### src/rtl/clkmode_ctrl.sv
module clkmode_ctrl #(
  parameter int OPW  = 4,
  parameter int ARGW = 2,
  parameter int DIVW = 5
) (
  input  logic            clk,
  input  logic            rst_n,
  input  logic            req_valid,
  input  logic [OPW-1:0]  req_op,
  input  logic [ARGW-1:0] req_arg,
  input  logic            irq,
  input  logic            main_rdy,
  input  logic            sub_rdy,
  input  logic            pll_rdy,
  input  logic            oco_rdy,
  output logic [2:0]      mode,
  output logic [1:0]      clk_sel,
  output logic [DIVW-1:0] cpu_div,
  output logic            main_en,
  output logic            sub_en,
  output logic            pll_en,
  output logic            oco_en,
  output logic            cpu_run,
  output logic            busy,
  output logic            err,
  output logic            det_en
);
  localparam logic [OPW-1:0] OP_RATIO = 0, OP_DIV8 = 1, OP_MSTOP = 2, OP_SUBOSC = 3,
                             OP_SELSUB = 4, OP_SELPLL = 5, OP_SELOCO = 6, OP_DETEN = 7,
                             OP_STOP = 8, OP_WAIT = 9;
  localparam logic [1:0] S_MAIN = 0, S_PLL = 1, S_OCO = 2, S_SUB = 3;
  localparam logic [1:0] L_RUN = 0, L_STOP = 1, L_WAIT = 2;
  localparam logic [2:0] M_HIGH = 0, M_LOW = 1, M_LPD = 2, M_PLL = 3,
                         M_OCO = 4, M_OCOLP = 5, M_STOP = 6, M_WAIT = 7;

  logic [1:0] src, ptgt, tgt, lp, ratio;
  logic       pend, main_stop, sub_on, div8, det_q, err_q;
  logic [2:0] mode_q, run_mode;
  logic       ok, sw, tgt_rdy;

  always_comb begin
    ok  = 1'b0;
    sw  = 1'b0;
    tgt = src;
    if (req_valid && !pend && lp == L_RUN) begin
      case (req_op)
        OP_RATIO, OP_DIV8, OP_DETEN: ok = 1'b1;
        OP_MSTOP:  ok = !det_q && (!req_arg[0] || src == S_SUB || src == S_OCO);
        OP_SUBOSC: ok = req_arg[0] || src != S_SUB;
        OP_SELSUB: begin
          sw = 1'b1;
          if (req_arg[0]) begin
            tgt = S_SUB;
            ok  = !det_q && (src == S_MAIN || src == S_OCO) && sub_on && sub_rdy;
          end else begin
            tgt = S_MAIN;
            ok  = !det_q && src == S_SUB && !main_stop && sub_rdy;
          end
        end
        OP_SELPLL: begin
          sw  = 1'b1;
          tgt = req_arg[0] ? S_PLL : S_MAIN;
          ok  = !det_q && (req_arg[0] ? src == S_MAIN : src == S_PLL);
        end
        OP_SELOCO: begin
          sw = 1'b1;
          if (req_arg[0]) begin
            tgt = S_OCO;
            ok  = !det_q && (src == S_MAIN || (src == S_SUB && sub_rdy));
          end else begin
            tgt = S_MAIN;
            ok  = !det_q && src == S_OCO && !main_stop && div8;
          end
        end
        OP_STOP: ok = !det_q && src != S_PLL;
        OP_WAIT: ok = !det_q;
        default: ok = 1'b0;
      endcase
    end
  end

  always_comb begin
    case (ptgt)
      S_MAIN:  tgt_rdy = main_rdy;
      S_PLL:   tgt_rdy = pll_rdy;
      S_OCO:   tgt_rdy = oco_rdy;
      default: tgt_rdy = sub_rdy;
    endcase
    if ((ptgt == S_SUB || src == S_SUB) && !sub_rdy) tgt_rdy = 1'b0;
  end

  always_comb begin
    case (src)
      S_MAIN:  run_mode = M_HIGH;
      S_PLL:   run_mode = M_PLL;
      S_OCO:   run_mode = main_stop ? M_OCOLP : M_OCO;
      default: run_mode = main_stop ? M_LPD : M_LOW;
    endcase
  end

  always_ff @(posedge clk) begin
    if (!rst_n) begin
      src       <= S_MAIN;
      ptgt      <= S_MAIN;
      pend      <= 1'b0;
      main_stop <= 1'b0;
      sub_on    <= 1'b0;
      div8      <= 1'b1;
      ratio     <= 2'b00;
      det_q     <= 1'b0;
      lp        <= L_RUN;
      err_q     <= 1'b0;
      mode_q    <= M_HIGH;
    end else begin
      err_q  <= req_valid && !ok;
      mode_q <= (lp == L_STOP) ? M_STOP : (lp == L_WAIT) ? M_WAIT : run_mode;
      if (pend && tgt_rdy) begin
        src  <= ptgt;
        pend <= 1'b0;
      end
      if (lp != L_RUN && irq) begin
        lp <= L_RUN;
        if (lp == L_STOP) div8 <= 1'b1;
      end
      if (ok) begin
        if (sw) begin
          ptgt <= tgt;
          pend <= 1'b1;
        end
        case (req_op)
          OP_RATIO:  ratio  <= req_arg;
          OP_DIV8:   div8   <= req_arg[0];
          OP_DETEN:  det_q  <= req_arg[0];
          OP_SUBOSC: sub_on <= req_arg[0];
          OP_MSTOP: begin
            main_stop <= req_arg[0];
            if (req_arg[0]) div8 <= 1'b1;
          end
          OP_STOP: lp <= L_STOP;
          OP_WAIT: lp <= L_WAIT;
          default: ;
        endcase
      end
    end
  end

  wire       stopped = (lp == L_STOP);
  wire [2:0] shamt   = (ratio == 2'b11) ? 3'd4 : {1'b0, ratio};

  assign cpu_div = div8 ? DIVW'(8) : (DIVW'(1) << shamt);
  assign mode    = mode_q;
  assign clk_sel = src;
  assign main_en = !main_stop && !stopped;
  assign sub_en  = sub_on && !stopped;
  assign pll_en  = (src == S_PLL || (pend && ptgt == S_PLL)) && !stopped;
  assign oco_en  = (src == S_OCO || (pend && ptgt == S_OCO)) && !stopped;
  assign cpu_run = (lp == L_RUN);
  assign busy    = pend;
  assign err     = err_q;
  assign det_en  = det_q;
endmodule

### config.mk
export PLATFORM = sky130hd
export DESIGN_NAME = clkmode_ctrl
export DESIGN_NICKNAME = d
export VERILOG_FILES = /design/src/rtl/clkmode_ctrl.sv
export SDC_FILE = /design/constraint.sdc
export NUM_CORES = 1
export LEC_CHECK = 0
export ABC_AREA = 1
export BUFFER_PORTS_ARGS = -buffer_cell sky130_fd_sc_hd__clkbuf_2
export CAP_MARGIN = 40
export CORE_UTILIZATION = 51
export CTS_CLUSTER_DIAMETER = 50
export DETAILED_ROUTE_END_ITERATION = 16
export PLACE_DENSITY = 0.84
export SYNTH_ARGS = -nofsm -noshare
export SYNTH_HDL_FRONTEND = slang
export SYNTH_SLANG_ARGS = --single-unit
export TNS_END_PERCENT = 20
### constraint.sdc
create_clock -name clk -period 2.2 [get_ports clk]
set_clock_uncertainty 0.2 [all_clocks]
set_input_delay 0.44 -clock clk [delete_from_list [all_inputs] [get_ports clk]]
set_output_delay 0.44 -clock clk [all_outputs]
set_load 0.05 [all_outputs]
==> flow_summary.ini, run 1 <==
[synth]
synth_seq_area_share_pct = 29.5
synth_area_leaders = dfxtp_1 (30%), nand2_1 (15%), inv_1 (11%), nand3_1 (6.1%), nor2_1 (5.9%)
synth_top_area_share_pct = 29.5
synth-simple-area-share_pct = 43.3
postSynthAreaPerCell_um2 = 6.13
synth-xor-area-share_pct = 0
synth_common_cells = nand2_1 (47), inv_1 (33), nor2_1 (18)
ys.flop_type = dfxtp_1
synth_top_family_by_area = simple AND/OR/NAND/NOR gates
synth_edf_count = 0
yosys.area.top_type = dfxtp_1
synth.net_count = 202
ys_ff_latch = 17
yosysMostFrequentCell = nand2_1
synth_warnings = 0
synthCells = 188
synthMuxAreaShare_pct = 0
syn_area_um2 = 1150
synth-compound-area-share_pct = 12.7
async_flop_share_pct = 0
synth_cell_types = 28
synthAdderAreaFrac_pct = 0

[worst_setup_path]
worstSetupPathType = reg -> out
slowest_stage = dfxtp_1
startpoint = ptgt[1]
crit_family = flip-flops
cp-start-kind = register
cp_max_fo = 5
rr_worst_depth = 12
required_ns = 1.56
cp_data_arrival_time_ns = 1.46
cp_num_buf_inv = 2
r2r_setup_slack_ns = 0.33
path_cells = inv_1, nor3_1, o21a_1, clkbuf_2
crit_path_end_kind = output pin
crit_cells = 4
slowest_delay_ns = 0.41
r2r_start = clk_sel[1]

[sta]
maxSlewViolCount = 0
post-route-min-period_ns = 2.10
finalSetupViolations = 0
tns_ns = 0
fmaxAchievable_mhz = 477
tightest_slew_ns = 0.385
fin_crit_sh_pct = 95.2
hold_viol = 0
slew_headroom_pct = 74.1
rsz0062_at_grt = no

[power]
p_leak_nw = 0.686
ir_drop_mv = 0.338
powerDensity_nw_per_um2 = 476
power_w = 0.000649

[detailed_routing]
drt-initial-drc-count = 35
final_antenna_net_count = 0
vias = 1310
dr.pass1.iters = 4
drc_errors = 0
wirelength_um = 2910
avgRoutedWirePerCell_um = 11.7
via_per_inst = 5.28

[die]
fp.dieW_um = 49.5
die-area_um2 = 2450
initial_utilization_pct = 56.4
num_rows = 16
pin_count = 32
core-area_um2 = 2040
dieHeight_um = 49.5

[layout]
multi_input_area_um2 = 649
diodes = 0
fillCellCount = 216
seqCellArea_um2 = 342
nets = 236
area_delta_synth_final_pct = 18.5
drive_above_1_share_pct = 23.5
stdcell_area_um2 = 1370

[global_route]
grt_usage_pct = 27.0
grt_max_degree = 18
grt_pass1_wl_um = 5060
grt_pass1_vias = 1235
antenna_found_initial = 0
grt-ovfl-total = 0

[cts]
cts_sinks = 17
cts-buffers-inserted = 3
cts-htree-levels = 1
clockRootBuffer = clkbuf_4
cts_buffer_depth = 2
clk_latency_ns = 0.30
clk_pin_slew_worst_paths_ns = 0.10
cts_tree = yes
cts_setup_buffers = 0
cts_hold_buf = 0

[flow_run]
max_cap_viol_count = 0

[worst_hold_path]
holdPathStages = 4
worstHoldPathType = in -> reg
min_from = irq

[placement]
finalWeightedCongestion = 0.972
portBuffers = 31
dpl.hpwl_um = 2250
dpl_cell_area_um2 = 1340

[outcome]
status = complete, no violations
## sequential cells by signal, indices dropped and copies added, names as in the netlist, 2 cells and up
register	flops
lp	2
ptgt	2
mode	3
clk_sel	2
ratio	2
## where the power goes
part           leakage, nW  total [W]  switching (W)  internal, W
clock               0.0177   0.000171       0.000103    0.0000678
combinational        0.530   0.000155       0.000110    0.0000447
sequential           0.138   0.000324     0.00000846     0.000315
## final timing paths
path                  to
setup / recovery  oco_en
hold / removal     lp[1]
setup reg to reg    busy
hold reg to reg    lp[1]
## metrics by stage
step,setup WS (ns),util (%),hold slack (ns),std cells
2_1_floorplan,0.0928,-,0.307,188
5_1_grt,0.0302,66.9,0.236,248
3_3_place_gp,0.191,65.4,0.336,244
6_report,0.105,66.9,0.218,248
4_1_cts,0.0858,66.8,0.217,248
3_5_place_dp,0.154,65.4,0.347,244
## worst register-to-register path: stages, from the launching register on
cell and delay (ns):
dfxtp_1 0.43, inv_2 0.08, nor2_2 0.13, nand3_1 0.09, nand2_1 0.07, nand2_1 0.05, nand3_1 0.06, nand2_1 0.05
nand2_1 0.07, nand2_2 0.06, nand2_4 0.14, nand3_1 0.14, a21oi_1 0.20
## placed cells by master, fill, tap and decap left out, types with 2 or more instances in the layout
| cell | count |
|---|---|
| a21oi_1 | 9 |
| inv_2 | 3 |
| nor3_1 | 9 |
| nand3_1 | 14 |
| buf_4 | 2 |
| o21ai_0 | 7 |
| clkbuf_4 | 3 |
| clkinv_1 | 2 |
| nor2_4 | 2 |
| inv_1 | 33 |
| nand4_1 | 9 |
| nor2_1 | 18 |
| nand2_1 | 47 |
| dfxtp_1 | 16 |
| clkbuf_2 | 31 |
## layout make-up
cell class	instances	area share, %
inverter	38	10.4
clock buffer	3	1.65
clock inverter	1	0.367
tap	27	2.47
sequential	17	25.0
multi-input combinational	129	47.6
timing repair buffer	33	12.5
## layer usage
metal / GRT usage, % / wire length (µm) / up-vias
li1: - / - / 669
met1: 30.0 / 1270 / 588
met2: 49.8 / 1470 / 47
met3: 5.86 / 150 / 6
met4: 9.52 / 26 / 0
met5: 0 / 0 / -
## kinds of logic (layout without fill, tap and decap cells)
| group | count (synthesis) | in the layout |
|---|---|---|
| AOI/OAI and AO/OA | 24 | 24 |
| buffers and inverters | 42 | 75 |
| DFF | 17 | 17 |
| and+or+nand+nor | 105 | 105 |
## timing repair
item,CTS,global route
hold endpoints to repair,0,0
endpoints found under the setup margin,0,1
gates resized for setup,0,1
Note: power is estimated with default switching activity, not from simulation.
==> run 2, diff against run 1 <==
==> config.mk (replaced) <==
export PLATFORM = sky130hd
export DESIGN_NAME = clkmode_ctrl
export DESIGN_NICKNAME = d
export VERILOG_FILES = /design/src/rtl/clkmode_ctrl.sv
export SDC_FILE = /design/constraint.sdc
export NUM_CORES = 1
export LEC_CHECK = 0
export CAP_MARGIN = 40
export CORE_UTILIZATION = 55
export CTS_CLUSTER_DIAMETER = 50
export DETAILED_ROUTE_END_ITERATION = 16
export DONT_BUFFER_PORTS = 1
export PLACE_DENSITY = 0.76
export SETUP_SLACK_MARGIN = 0.15
export SYNTH_ARGS = -nofsm -noshare
export SYNTH_HDL_FRONTEND = slang
export SYNTH_SLANG_ARGS = --single-unit
export TNS_END_PERCENT = 20
==> run 2 against run 1 <==
  * Maximum frequency is 1.9% higher
  * Final cell count is 33% lower
  * Power is 14% lower
  * First-iteration DRC count is 49% higher
  * Die area is 13% lower
  * Sequential power is 2% lower
  * Critical path depth is 3 higher
  * Non-clock buffer count is 15 lower
  * Clock power hardly changed
  * Cell area is 2.5% lower
  * Via count is 21% lower
==> flow_summary.ini, run 2 <==
[layout]
nets = 156
drive_above_1_share_pct = 32.6
area_delta_synth_final_pct = 23.1
final_common_cell = buf_4
diodes = 0
layout_common_cells = buf_4 (16), dfxtp_1 (14), nand2_1 (12)
largest_reg_flops = 3

[worst_setup_path]
cp_num_buf_inv = 1
slowest_delay_ns = 0.37
slowest_stage = dfxtp_4
cp_max_fo = 5
crit_path_end_kind = register
cp_data_arrival_time_ns = 2.06
worstSetupPathType = reg -> reg
crit_family = compound AO/OA/AOI/OAI gates
cp-start-kind = register
path_cells = buf_4, nor3b_1, o2111ai_1, o311a_1, o211a_4, or2_4, o41ai_2
required_ns = 2.21

[global_route]
grtUsageMet3_pct = 7.45
grt_pass1_wl_um = 4060
grt_pass1_vias = 920
grt_max_degree = 20
busiest_layer = met2
gr-usage-met1_pct = 32.0
grt_usage_pct = 26.8
use_met2_pct = 42.8
grt-ovfl-total = 0
antenna_found_initial = 0

[die]
core-area_um2 = 1780
pin_count = 32
dieHeight_um = 46.3
num_rows = 15
initial_utilization_pct = 60.6
die-area_um2 = 2150
fp.dieW_um = 46.3

[synth]
synth.net_count = 142
async_flop_share_pct = 0
synth_cell_types = 43
synthAdderAreaFrac_pct = 0
synth_seq_area_share_pct = 31.5
synth_area_leaders = dfxtp_1 (31%), nor2b_1 (6.4%), mux2i_1 (5.6%), nand2_1 (4.2%), nand2b_1 (2.9%)
synth_top_area_share_pct = 31.5
synth-simple-area-share_pct = 34.0
synth_common_cells = dfxtp_1 (17), nand2_1 (12), nor2b_1 (11)
synth_top_family_by_area = simple AND/OR/NAND/NOR gates
synthCells = 128
synth_warnings = 0
synth-compound-area-share_pct = 19.8
synthMuxAreaShare_pct = 7.64
syn_area_um2 = 1080
postSynthAreaPerCell_um2 = 8.45
yosysMostFrequentCell = dfxtp_1
synth_edf_count = 0
ys.flop_type = dfxtp_1
synth-xor-area-share_pct = 1.62
yosys.area.top_type = dfxtp_1
ys_ff_latch = 17

[sta]
hold_viol = 0
maxSlewViolCount = 0
rsz0062_at_grt = yes
finalSetupViolations = 0
tns_ns = 0
fin_crit_sh_pct = 93.5
fmaxAchievable_mhz = 486
tightest_slew_ns = 0.493
fin_hold_ws_ns = 0.0400
post-route-min-period_ns = 2.06
slew_headroom_pct = 67.2

[detailed_routing]
wirelength_um = 2710
vias = 1030
drc_errors = 0
drt-initial-drc-count = 52
via_per_inst = 6.20
avgRoutedWirePerCell_um = 16.3
final_antenna_net_count = 0
dr.pass1.iters = 4

[power]
p_leak_nw = 0.499
powerDensity_nw_per_um2 = 417
ir_drop_mv = 0.365

[cts]
clockRootBuffer = clkbuf_4
cts_buffer_depth = 2
clk_latency_ns = 0.30
cts_hold_buf = 0
clk_pin_slew_worst_paths_ns = 0.10
cts-htree-levels = 1
cts_tree = yes
cts_sinks = 17
cts-buffers-inserted = 3

[placement]
portBuffers = 0
finalWeightedCongestion = 0.918
dpl.hpwl_um = 1950

[worst_hold_path]
worstHoldPathType = in -> reg

[outcome]
status = complete, no violations

[flow_run]
max_cap_viol_count = 0
==> run 2: changes by cell type in the layout (fill, tap and decap cells not counted), sizes merged, moves of 11 or more <==
cell	change
inv	-32
nand2	-37
clkbuf	-31
nor2	-16
nand3	-15
buf	+16
nor2b	+11
==> run 2: through the flow <==
stage,total power (W),util [%],std cells,area (µm²),worst slack (ns)
after global routing,0.000582,74.7,166,1330,0.110
after global placement,0.000380,68.5,159,1220,0.0715
after floorplan,0.000383,-,128,1120,0.0377
after detailed placement,0.000381,68.5,159,1220,0.0109
after CTS,0.000550,70.4,163,1250,0.124
final,0.000556,74.7,166,1330,0.144
==> run 2: timing repair <==
item,in CTS,in global routing
pin swaps,0,1
buffers inserted,0,3
gates cloned,0,0
endpoints found under the setup margin,3,11
gates resized for setup,1,17
==> run 2: cells by family (layout without fill, tap and decap cells) <==
| group | count (synthesis) | in the layout |
|---|---|---|
| AO/OA/AOI/OAI | 29 | 29 |
| XOR/XNOR | 2 | 2 |
| buffers and inverters | 13 | 26 |
| flip-flops | 17 | 17 |
| multiplexers | 7 | 7 |
| AND/OR/NAND/NOR | 60 | 60 |
==> run 2: power by group <==
part	switching, W	total (W)	internal, W	leakage (nW)
Sequential	0.00000848	0.000317	0.000309	0.139
Clock	0.000104	0.000171	0.0000678	0.0177
Combinational	0.0000351	0.0000669	0.0000318	0.342
==> run 2: final timing paths <==
path         startpoint      end  slack [ns]  depth (start not counted)
max reg2reg  clk_sel[0]  ptgt[0]        0.14                          7
min               rst_n     div8        0.04                          1
min reg2reg      sub_on   sub_on        0.31                          2
max          clk_sel[0]  ptgt[0]        0.14                          7
==> run 2: area by class of cell <==
| type | instances | area [µm²] |
|---|---|---|
| Tap cell | 25 | 31.3 |
| Sequential cell | 17 | 349 |
| Fill cell | 136 | 452 |
| Timing Repair Buffer | 18 | 143 |
| Clock buffer | 3 | 22.5 |
| Clock inverter | 1 | 5.00 |
| Multi-Input combinational cell | 98 | 763 |
| Inverter | 4 | 17.5 |
==> run 2: routing by layer <==
layer / share of wire [%] / vias to the layer above
met2: 48 / 59
met5: 0 / -
met4: 2.7 / 0
met3: 10 / 7
li1: - / 495
met1: 39 / 469
==> run 3, diff against run 2 <==
--- a/config.mk
+++ b/config.mk
@@ -10,6 +10,7 @@
 export CTS_CLUSTER_DIAMETER = 50
 export DETAILED_ROUTE_END_ITERATION = 16
 export DONT_BUFFER_PORTS = 1
+export GPL_TIMING_DRIVEN = 0
 export PLACE_DENSITY = 0.76
 export SETUP_SLACK_MARGIN = 0.15
 export SYNTH_ARGS = -nofsm -noshare
==> run 3 against run 2 <==
  * Clock power barely moved
  * Non-clock buffer count fell by 2
  * Largest cell class unchanged
  * Critical path depth did not move
  * Worst hold slack improved by 0.055 ns
  * Critical endpoint is now lp[1]
  * First-iteration DRC count fell by 17%
  * Via count rose by 4.3%
  * Highest routed layer unchanged
  * Combinational power rose by 37%
  * Register-to-register slack got worse by 0.11 ns
  * Sequential share of layout area fell by 0.22 points
==> flow_summary.ini, run 3 (same netlist as run 2, synthesis figures left out) <==
[outcome]
status = complete, no violations

[worst_setup_path]
cp_data_arrival_time_ns = 2.19
r2r_setup_slack_ns = 0.04
worstSetupPathType = reg -> reg
rr_worst_depth = 7
crit_family = simple AND/OR/NAND/NOR gates
r2r-end = lp[1]
cp-start-kind = register
r2r_start = clk_sel[0]
required_ns = 2.23
cp_num_buf_inv = 2
slowest_delay_ns = 0.44
startpoint = clk_sel[0]
cp_max_fo = 10
crit_path_end = lp[1]
path_cells = clkbuf_8, inv_2, a31oi_2, or4_4, o211a_4, nor4_4, a22o_1
slowest_stage = or4_4
crit_cells = 7
crit_path_end_kind = register

[detailed_routing]
drt-initial-drc-count = 43
via_per_inst = 6.55
avgRoutedWirePerCell_um = 18.0
final_antenna_net_count = 0
dr.pass1.iters = 4
drc_errors = 0
vias = 1074
wirelength_um = 2950

[layout]
multi_input_area_um2 = 813
largest_reg_flops = 3
area_delta_synth_final_pct = 26.9
postLayoutCoreUtil_pct = 76.9
diodes = 0
seqCellArea_um2 = 357
nets = 154
drive_above_1_share_pct = 30.2
stdcell_area_um2 = 1370
fillCellCount = 119
layout_common_cells = nand2_1 (12), dfxtp_1 (12), nor2b_1 (10)
fin_cells = 164

[cts]
clockRootBuffer = clkbuf_4
cts_sinks = 17
cts_tree = yes
cts-buffers-inserted = 3
clk_pin_slew_worst_paths_ns = 0.11
cts_buffer_depth = 2
cts_hold_buf = 0
clk_latency_ns = 0.29
cts-htree-levels = 1

[global_route]
grt_pass1_wl_um = 4380
antenna_found_initial = 0
grt_usage_pct = 28.5
grt-ovfl-total = 0
grt_max_degree = 11
grt_pass1_vias = 968

[die]
core-area_um2 = 1780
dieHeight_um = 46.3
die-area_um2 = 2150
initial_utilization_pct = 60.6
pin_count = 32
num_rows = 15
fp.dieW_um = 46.3

[sta]
fmaxAchievable_mhz = 462
fin_ws_ns = 0.0376
fin_crit_sh_pct = 98.3
tightest_slew_ns = 0.666
hold_viol = 0
post-route-min-period_ns = 2.16
finalSetupViolations = 0
rsz0062_at_grt = yes
maxSlewViolCount = 0
slew_headroom_pct = 55.5
fin_hold_ws_ns = 0.0947

[power]
p_leak_nw = 0.484
sw_frac_of_total_pct = 28.4
powerDensity_nw_per_um2 = 424
seq_power_share_pct = 54.7
p_clk_share_pct = 29.6
ir_drop_mv = 0.332
intPower_w = 0.000416
p_comb_share_pct = 15.7
power_switching_w = 0.000165

[flow_run]
max_cap_viol_count = 0

[placement]
preCtsSetupSlack_ns = -0.253
portBuffers = 0
dpl.cell_count = 155
finalWeightedCongestion = 0.887
dpl.hpwl_um = 1990
dpl_cell_area_um2 = 1170

[worst_hold_path]
worstHoldPathType = in -> reg
min_from = req_valid
## run 3: per-layer routing
metal	track usage, %	share of wire, %
met5	0	0
met4	9.41	0.75
met3	5.88	8.5
met2	43.9	51
met1	38.9	40
## run 3: power by group through the flow
stage	Clock [W]	Combinational, W	Sequential [W]
2_1_floorplan	0	0.0000565	0.000327
3_3_place_gp	0	0.0000669	0.000327
3_5_place_dp	0	0.0000694	0.000328
4_1_cts	0.000171	0.0000797	0.000319
5_1_grt	0.000184	0.0000982	0.000318
6_report	0.000172	0.0000914	0.000318
## run 3: how the worst min path moves through the flow
stage,end,slack [ns],cells after the start
after global placement,ptgt[1],0.32,2
after global routing,err,0.1,1
final,err,0.09,1
after floorplan,sub_on,0.27,2
after CTS,err,0.1,1
after detailed placement,sub_on,0.31,2
## run 3: worst reg2reg max path, delay by kind of cell (launching register included)
kind            cells  cell delay, ns
compound gates      3            0.47
simple gates        2            0.76
buf+inv             2            0.26
flops               1            0.42
## run 3: area by class of cell
class / count / share of cell area (%)
tap: 25 / 2.28
inverter: 4 / 1.09
clock buffer: 4 / 1.92
sequential: 17 / 26.0
buffer: 9 / 5.57
timing repair buffer: 7 / 3.83
multi-input combinational: 98 / 59.3
## run 3: through the flow
step / power, W / TNS [ns]
6_report: 0.000581 / 0
5_1_grt: 0.000601 / -0.0678
4_1_cts: 0.000570 / 0
3_5_place_dp: 0.000397 / -0.617
3_3_place_gp: 0.000394 / -0.366
2_1_floorplan: 0.000383 / 0
## run 3: timing repair
action                                  CTS  global route
buffers inserted                          3             2
pin swaps                                 4             7
endpoints found under the setup margin   16            17
resized for setup                        16            20
